## config.mk

```make
export PLATFORM = sky130hd
export DESIGN_NAME = ebus_cycle_seq
export DESIGN_NICKNAME = d
export VERILOG_FILES = /design/src/rtl/ebus_pkg.sv /design/src/rtl/ebus_sync.sv /design/src/rtl/ebus_wait_pick.sv /design/src/rtl/ebus_strobe.sv /design/src/rtl/ebus_fsm.sv /design/src/rtl/ebus_cycle_seq.sv
export SDC_FILE = /design/constraint.sdc
export NUM_CORES = 1
export LEC_CHECK = 0
export CORE_MARGIN = 10
export CORE_UTILIZATION = 52
export CTS_BUF_LIST = sky130_fd_sc_hd__clkbuf_2 sky130_fd_sc_hd__clkbuf_4 sky130_fd_sc_hd__clkbuf_8
export DETAILED_ROUTE_END_ITERATION = 7
export GPL_ROUTABILITY_DRIVEN = 0
export PLACE_DENSITY = 0.92
export REMOVE_ABC_BUFFERS = 1
export SYNTH_ARGS = -nofsm -noshare
export SYNTH_HDL_FRONTEND = slang
export SYNTH_SLANG_ARGS = --single-unit
```

## constraint.sdc

```tcl
create_clock -name clk -period 2.5 [get_ports clk]
set_input_delay 0.5 -clock clk [delete_from_list [all_inputs] [get_ports clk]]
set_output_delay 0.5 -clock clk [all_outputs]
set_load 0.05 [all_outputs]
```

## src/rtl/ebus_pkg.sv

```systemverilog
package ebus_pkg;
   typedef enum logic [1:0] {
      BS_IDLE = 2'd0,
      BS_T1   = 2'd1,
      BS_T2   = 2'd2,
      BS_TW   = 2'd3
   } bus_st_e;
endpackage

```

## src/rtl/ebus_sync.sv

```systemverilog
module ebus_sync #(
   parameter int   STAGES  = 2,
   parameter logic RST_VAL = 1'b1
) (
   input  logic clk,
   input  logic rst_n,
   input  logic d,
   output logic q
);
   logic [STAGES-1:0] chain;

   generate
      if (STAGES < 2) begin : g_bad
         $error("ebus_sync needs at least two stages");
      end
      for (genvar s = 0; s < STAGES; s++) begin : g_stage
         if (s == 0) begin : g_first
            always_ff @(posedge clk or negedge rst_n)
               if (!rst_n) chain[0] <= RST_VAL;
               else        chain[0] <= d;
         end else begin : g_next
            always_ff @(posedge clk or negedge rst_n)
               if (!rst_n) chain[s] <= RST_VAL;
               else        chain[s] <= chain[s-1];
         end
      end
   endgenerate

   assign q = chain[STAGES-1];
endmodule

```

## src/rtl/ebus_wait_pick.sv

```systemverilog
module ebus_wait_pick #(
   parameter bit MUX_SUPPORT = 1'b1
) (
   input  logic clk,
   input  logic rst_n,
   input  logic wait_act,
   input  logic mode_mux,
   output logic wait_hit
);
   generate
      if (MUX_SUPPORT) begin : g_fall
         logic fall_q;
         always_ff @(negedge clk or negedge rst_n)
            if (!rst_n) fall_q <= 1'b0;
            else        fall_q <= wait_act;
         assign wait_hit = mode_mux ? fall_q : wait_act;
      end else begin : g_rise_only
         assign wait_hit = wait_act;
      end
   endgenerate
endmodule

```

## src/rtl/ebus_strobe.sv

```systemverilog
module ebus_strobe
   import ebus_pkg::*;
(
   input  bus_st_e st,
   input  logic    mode_mux,
   input  logic    rw_wr,
   output logic    ale,
   output logic    rd_stb,
   output logic    wr_stb
);
   logic window;

   always_comb begin
      if (mode_mux) window = (st == BS_T2) || (st == BS_TW);
      else          window = (st == BS_T1) || (st == BS_TW);
      ale    = mode_mux && (st == BS_T1);
      rd_stb = window && !rw_wr;
      wr_stb = window && rw_wr;
   end
endmodule

```

## src/rtl/ebus_fsm.sv

```systemverilog
module ebus_fsm
   import ebus_pkg::*;
#(
   parameter int AW        = 16,
   parameter int DW        = 16,
   parameter int MAX_WAITS = 16
) (
   input  logic          clk,
   input  logic          rst_n,
   input  logic          start,
   input  logic          rw,
   input  logic          mode,
   input  logic [AW-1:0] addr,
   input  logic [DW-1:0] wdata,
   input  logic          wait_hit,
   output bus_st_e       st_q,
   output logic          mode_q,
   output logic          rw_q,
   output logic [AW-1:0] addr_q,
   output logic [DW-1:0] wdata_q,
   output logic          done_q
);
   localparam int             CW   = $clog2(MAX_WAITS + 1);
   localparam logic [CW-1:0]  CMAX = CW'(MAX_WAITS);

   bus_st_e       st_d;
   logic [CW-1:0] cnt_q, cnt_d;
   logic          fin;
   logic          pend_q, p_mode, p_rw;
   logic [AW-1:0] p_addr;
   logic [DW-1:0] p_wdata;
   logic          take;

   assign take = (st_q == BS_IDLE) && (pend_q || start);

   always_comb begin
      st_d  = st_q;
      cnt_d = cnt_q;
      fin   = 1'b0;
      unique case (st_q)
         BS_IDLE: if (take) begin
            st_d  = BS_T1;
            cnt_d = '0;
         end
         BS_T1: begin
            if (mode_q) st_d = BS_T2;
            else if (wait_hit) begin
               st_d  = BS_TW;
               cnt_d = CW'(1);
            end else fin = 1'b1;
         end
         BS_T2: begin
            if (wait_hit) begin
               st_d  = BS_TW;
               cnt_d = CW'(1);
            end else fin = 1'b1;
         end
         BS_TW: begin
            if (wait_hit && (cnt_q < CMAX)) cnt_d = cnt_q + CW'(1);
            else fin = 1'b1;
         end
         default: st_d = BS_IDLE;
      endcase
      if (fin) st_d = BS_IDLE;
   end

   always_ff @(posedge clk or negedge rst_n) begin
      if (!rst_n) begin
         st_q    <= BS_IDLE;
         cnt_q   <= '0;
         done_q  <= 1'b0;
         mode_q  <= 1'b0;
         rw_q    <= 1'b0;
         addr_q  <= '0;
         wdata_q <= '0;
         pend_q  <= 1'b0;
         p_mode  <= 1'b0;
         p_rw    <= 1'b0;
         p_addr  <= '0;
         p_wdata <= '0;
      end else begin
         st_q   <= st_d;
         cnt_q  <= cnt_d;
         done_q <= fin;
         if (take) begin
            pend_q <= 1'b0;
            if (pend_q) begin
               mode_q  <= p_mode;
               rw_q    <= p_rw;
               addr_q  <= p_addr;
               wdata_q <= p_wdata;
            end else begin
               mode_q  <= mode;
               rw_q    <= rw;
               addr_q  <= addr;
               wdata_q <= wdata;
            end
         end else if ((st_q != BS_IDLE) && start && !pend_q) begin
            pend_q  <= 1'b1;
            p_mode  <= mode;
            p_rw    <= rw;
            p_addr  <= addr;
            p_wdata <= wdata;
         end
      end
   end
endmodule

```

## src/rtl/ebus_cycle_seq.sv

```systemverilog
module ebus_cycle_seq
   import ebus_pkg::*;
#(
   parameter int AW          = 16,
   parameter int DW          = 16,
   parameter int MAX_WAITS   = 16,
   parameter int SYNC_STAGES = 2,
   parameter bit MUX_SUPPORT = 1'b1
) (
   input  logic          clk,
   input  logic          rst_n,
   input  logic          start,
   input  logic          rw,
   input  logic          mode,
   input  logic [AW-1:0] addr,
   input  logic [DW-1:0] wdata,
   input  logic          wait_n,
   output logic          clk_out,
   output logic [1:0]    bus_state,
   output logic [AW-1:0] addr_out,
   output logic [DW-1:0] wdata_out,
   output logic          ale,
   output logic          rd_stb,
   output logic          wr_stb,
   output logic          done
);
   generate
      if (AW < 1 || DW < 1) begin : g_bad_width
         $error("ebus_cycle_seq: AW and DW must be positive");
      end
      if (MAX_WAITS < 1) begin : g_bad_limit
         $error("ebus_cycle_seq: MAX_WAITS must be at least 1");
      end
   endgenerate

   logic    wait_sync_n;
   logic    wait_hit;
   logic    mode_q;
   logic    rw_q;
   bus_st_e st_q;

   ebus_sync #(.STAGES(SYNC_STAGES), .RST_VAL(1'b1)) i_sync (
      .clk   (clk),
      .rst_n (rst_n),
      .d     (wait_n),
      .q     (wait_sync_n)
   );

   ebus_wait_pick #(.MUX_SUPPORT(MUX_SUPPORT)) i_pick (
      .clk      (clk),
      .rst_n    (rst_n),
      .wait_act (~wait_sync_n),
      .mode_mux (mode_q),
      .wait_hit (wait_hit)
   );

   ebus_fsm #(.AW(AW), .DW(DW), .MAX_WAITS(MAX_WAITS)) i_fsm (
      .clk      (clk),
      .rst_n    (rst_n),
      .start    (start),
      .rw       (rw),
      .mode     (mode),
      .addr     (addr),
      .wdata    (wdata),
      .wait_hit (wait_hit),
      .st_q     (st_q),
      .mode_q   (mode_q),
      .rw_q     (rw_q),
      .addr_q   (addr_out),
      .wdata_q  (wdata_out),
      .done_q   (done)
   );

   ebus_strobe i_strobe (
      .st       (st_q),
      .mode_mux (mode_q),
      .rw_wr    (rw_q),
      .ale      (ale),
      .rd_stb   (rd_stb),
      .wr_stb   (wr_stb)
   );

   assign bus_state = st_q;
   assign clk_out   = clk;
endmodule

```

==> results.sh <==
export IMPL_critPathSlowestCell="or4b_4"
export IMPL_n_fill_cell=456
export IMPL_antenna_found_initial=0
export IMPL_dr_first_iter_drc_count=98
export IMPL_drive_above_1_share=0.209
export IMPL_route_detailed_wl_per_inst_um=18.4
export IMPL_drt_wl_total_um=8430
export IMPL_grt_start_max_net_pins=80
export IMPL_vias=2580
export IMPL_drt_drc_violations_left=0
export IMPL_grt_pass1_vias=2810
export IMPL_flow_area_growth_from_synthesis_pct=32.6
export IMPL_top_cells_by_area_synth="dfrtp_1, mux2_2, mux2i_1"
export IMPL_peakVddDrop_uv=1020
export IMPL_initial_core_util=0.545
export IMPL_synth_top_cell_by_area="dfrtp_1"
export IMPL_cp_arrival_ns=3.33
export IMPL_synth_async_reset_ratio=1.00
export IMPL_holdWs_ns=0.333
export IMPL_grt_pass1_wl_um=13700
export IMPL_ys_seq_area_frac=0.570
export IMPL_number_of_pins_with_negative_max_slew_slack_in_the_final_report=0
export IMPL_crit_path_cell_trace="nor2b_4 -> or3_4 -> or4b_4 -> o21ai_2 -> a22o_1"
export IMPL_timing_max_slew_rel_slack=0.349
export IMPL_area_after_detailed_placement_um2=4380
export IMPL_critical_path_max_fanout=3
export IMPL_die_boundary_height_um=102
export IMPL_fin_skew_ns=0.00797
export IMPL_synth_top_flop_cell="dfrtp_1"
export IMPL_rsz_0062_raised_after_global_routing="yes"
export IMPL_power_leakage_nw=2.09
export IMPL_critPathLaunchType="flip-flop"
export IMPL_finalSetupViolCount=8
export IMPL_tritoncts_clock_tree="yes"
export IMPL_final_setup_worst_slack_ns=-0.441
export IMPL_setup_worst_path_start="i_pick.g_fall.fall_q"
export IMPL_outcome="finished, violations left"
export IMPL_netlist_instances=294
export IMPL_ys_warnings_count=0
export IMPL_synth_cell_types=37
export IMPL_tightest_slew_ns=0.976
export IMPL_num_rows=29
export IMPL_dp_hpwl_um=5530
export IMPL_synth_enable_flop_cells=0
export IMPL_numPortBuffers=76
export IMPL_first_pass_iters=4
export IMPL_groute_usage_overall=0.169
export IMPL_num_io_pins=77
export IMPL_num_nets_final=422
export IMPL_critical_path_required_ns=2.88
export IMPL_cp_slowest_stage_delay_ns=0.50
export IMPL_worst_hold_path_type="in2async"
export IMPL_groute_layer_met3_usage=0.0735
export IMPL_worst_skew_pair_late_latency_ns=0.45
export IMPL_met2_usage=0.272
export IMPL_failed_checks="setup timing"
export IMPL_power_per_cell_area_nw_per_um2=1520
export IMPL_floorplan_die_width_um=102
export IMPL_ant_diodes=0
export IMPL_synth_top_cell_area_share=0.548
export IMPL_gr_usage_met1=0.194
export IMPL_type_of_element_capturing_the_critical_path="flip-flop"
export IMPL_maxCapViolations=0
export IMPL_hold_vio_cnt_final=0
export IMPL_finish_utilization=0.723
export IMPL_postCtsHoldBufs=0
export IMPL_avgViaCountPerCell=5.62
export IMPL_timing_rr_start="i_pick.g_fall.fall_q"
export IMPL_die_area_um2=10500
export IMPL_syn_cell_area_um2=3520
export IMPL_global_route_peak_usage_layer="met2"
export IMPL_grt_overflow_total=0
export IMPL_syn_mean_instance_area_um2=12.0
export IMPL_synth_top_cells_by_count="dfrtp_1, nand2_1, o21ai_0, mux2i_1, mux2_2"
export IMPL_top_count_cell_post_synth="dfrtp_1"
export IMPL_final_area_um2=4670
export IMPL_synth_ff_latch_count=80
export IMPL_worstSetupPathType="reg2reg"
export IMPL_drt_antenna_violating_nets=0
export IMPL_coreArea_um2=6460
export IMPL_clk_pin_slew_worst_paths_ns=0.08
==> registers in the layout, summed over array words and instances, names as in the netlist <==
| signal | cells |
|---|---|
| i_fsm.st_q | 2 |
| i_fsm.wdata_q | 16 |
| i_fsm.p_wdata | 16 |
| i_fsm.pend_q | 1 |
| i_fsm.p_mode | 1 |
| i_pick.g_fall.fall_q | 1 |
| i_fsm.p_addr | 16 |
| i_fsm.mode_q | 1 |
| i_fsm.cnt_q | 5 |
| i_sync.chain | 1 |
| i_fsm.done_q | 1 |
| i_fsm.p_rw | 1 |
| i_fsm.rw_q | 1 |
| i_fsm.addr_q | 16 |
| i_sync.q | 1 |
==> through the flow <==
step / cells / total power, mW / setup slack [ns] / setup TNS, ns
3_5_place_dp: 440 / 5.92 / -0.428 / -2.17
2_1_floorplan: 277 / 4.63 / -1.11 / -59.54
4_1_cts: 459 / 7.13 / -0.416 / -2.22
3_3_place_gp: 440 / 5.77 / -0.379 / -1.84
5_1_grt: 459 / 7.51 / -0.476 / -2.82
6_report: 459 / 7.10 / -0.441 / -2.34
==> worst max-delay path, delay by kind of cell (launching register included) <==
| family | cells | cell delay, ns |
|---|---|---|
| AOI/OAI and AO/OA | 2 | 0.28 |
| DFF | 1 | 0.45 |
| and+or+nand+nor | 3 | 0.89 |
==> final timing paths <==
| check | end | slack [ns] | cells past startpoint |
|---|---|---|---|
| setup reg to reg | i_fsm.cnt_q[2] | -0.44 | 5 |
| setup / recovery | i_fsm.cnt_q[2] | -0.44 | 5 |
| hold / removal | i_fsm.rw_q | 0.33 | 2 |
| max in group asynchronous | i_pick.g_fall.fall_q | 1.41 | 1 |
| min in group clk | i_sync.q | 0.37 | 0 |
| hold reg to reg | i_sync.q | 0.37 | 0 |
==> kinds of logic (layout without fill, tap and decap cells) <==
kind of cell / count (synthesis) / count (layout) / synth area share
flops: 80 / 80 / 0.570
mux: 69 / 69 / 0.208
simple gates: 62 / 62 / 0.0811
compound gates: 55 / 55 / 0.0935
buf+inv: 23 / 111 / 0.0295
fa+ha+maj: 5 / 5 / 0.0178
==> per-layer routing <==
metal | wire (um) | vias to the layer above
met5 | 0 | -
met4 | 134 | 0
met3 | 816 | 16
met2 | 4130 | 93
met1 | 3350 | 1282
li1 | - | 1189
==> layout by cell type (no fill, tap or decap), drive strengths merged, types with 2 or more instances in the layout <==
cell,synthesis,routed
ha,5,5
nand2,40,40
a221oi,2,2
buf,9,14
nor2b,3,3
o22a,2,2
mux2i,35,35
clkdlybuf4s50,0,71
bufinv,0,2
dlygate4sd2,0,3
dfrtp,77,77
clkinv,0,2
mux2,34,34
a22o,2,2
o21ai,41,41
clkbuf,8,13
inv,6,6
dfstp,2,2
nor2,13,13
==> report_power, final <==
part / leakage [nW] / switching, mW / total [mW] / internal (mW)
clock: 0.135 / 0.540 / 1.23 / 0.693
combinational: 0.985 / 2.15 / 3.57 / 1.42
sequential: 0.974 / 0.398 / 2.29 / 1.89
==> layout make-up <==
class / count / area [um2] / area share
sequential: 80 / 2010 / 0.430
multi-input combinational: 191 / 1450 / 0.311
timing repair buffer: 87 / 833 / 0.179
clock buffer: 14 / 188 / 0.0402
tap: 77 / 96.3 / 0.0206
clock inverter: 4 / 70.1 / 0.0150
inverter: 6 / 22.5 / 0.00483
==> timing repair <==
action / CTS / global route
gates resized for setup: 5 / 4
setup buffers: 3 / 0
hold endpoints to repair: 0 / 0
pin swaps: 9 / 4
setup endpoints to repair: 11 / 8
Note: power is estimated with default switching activity, not from simulation.
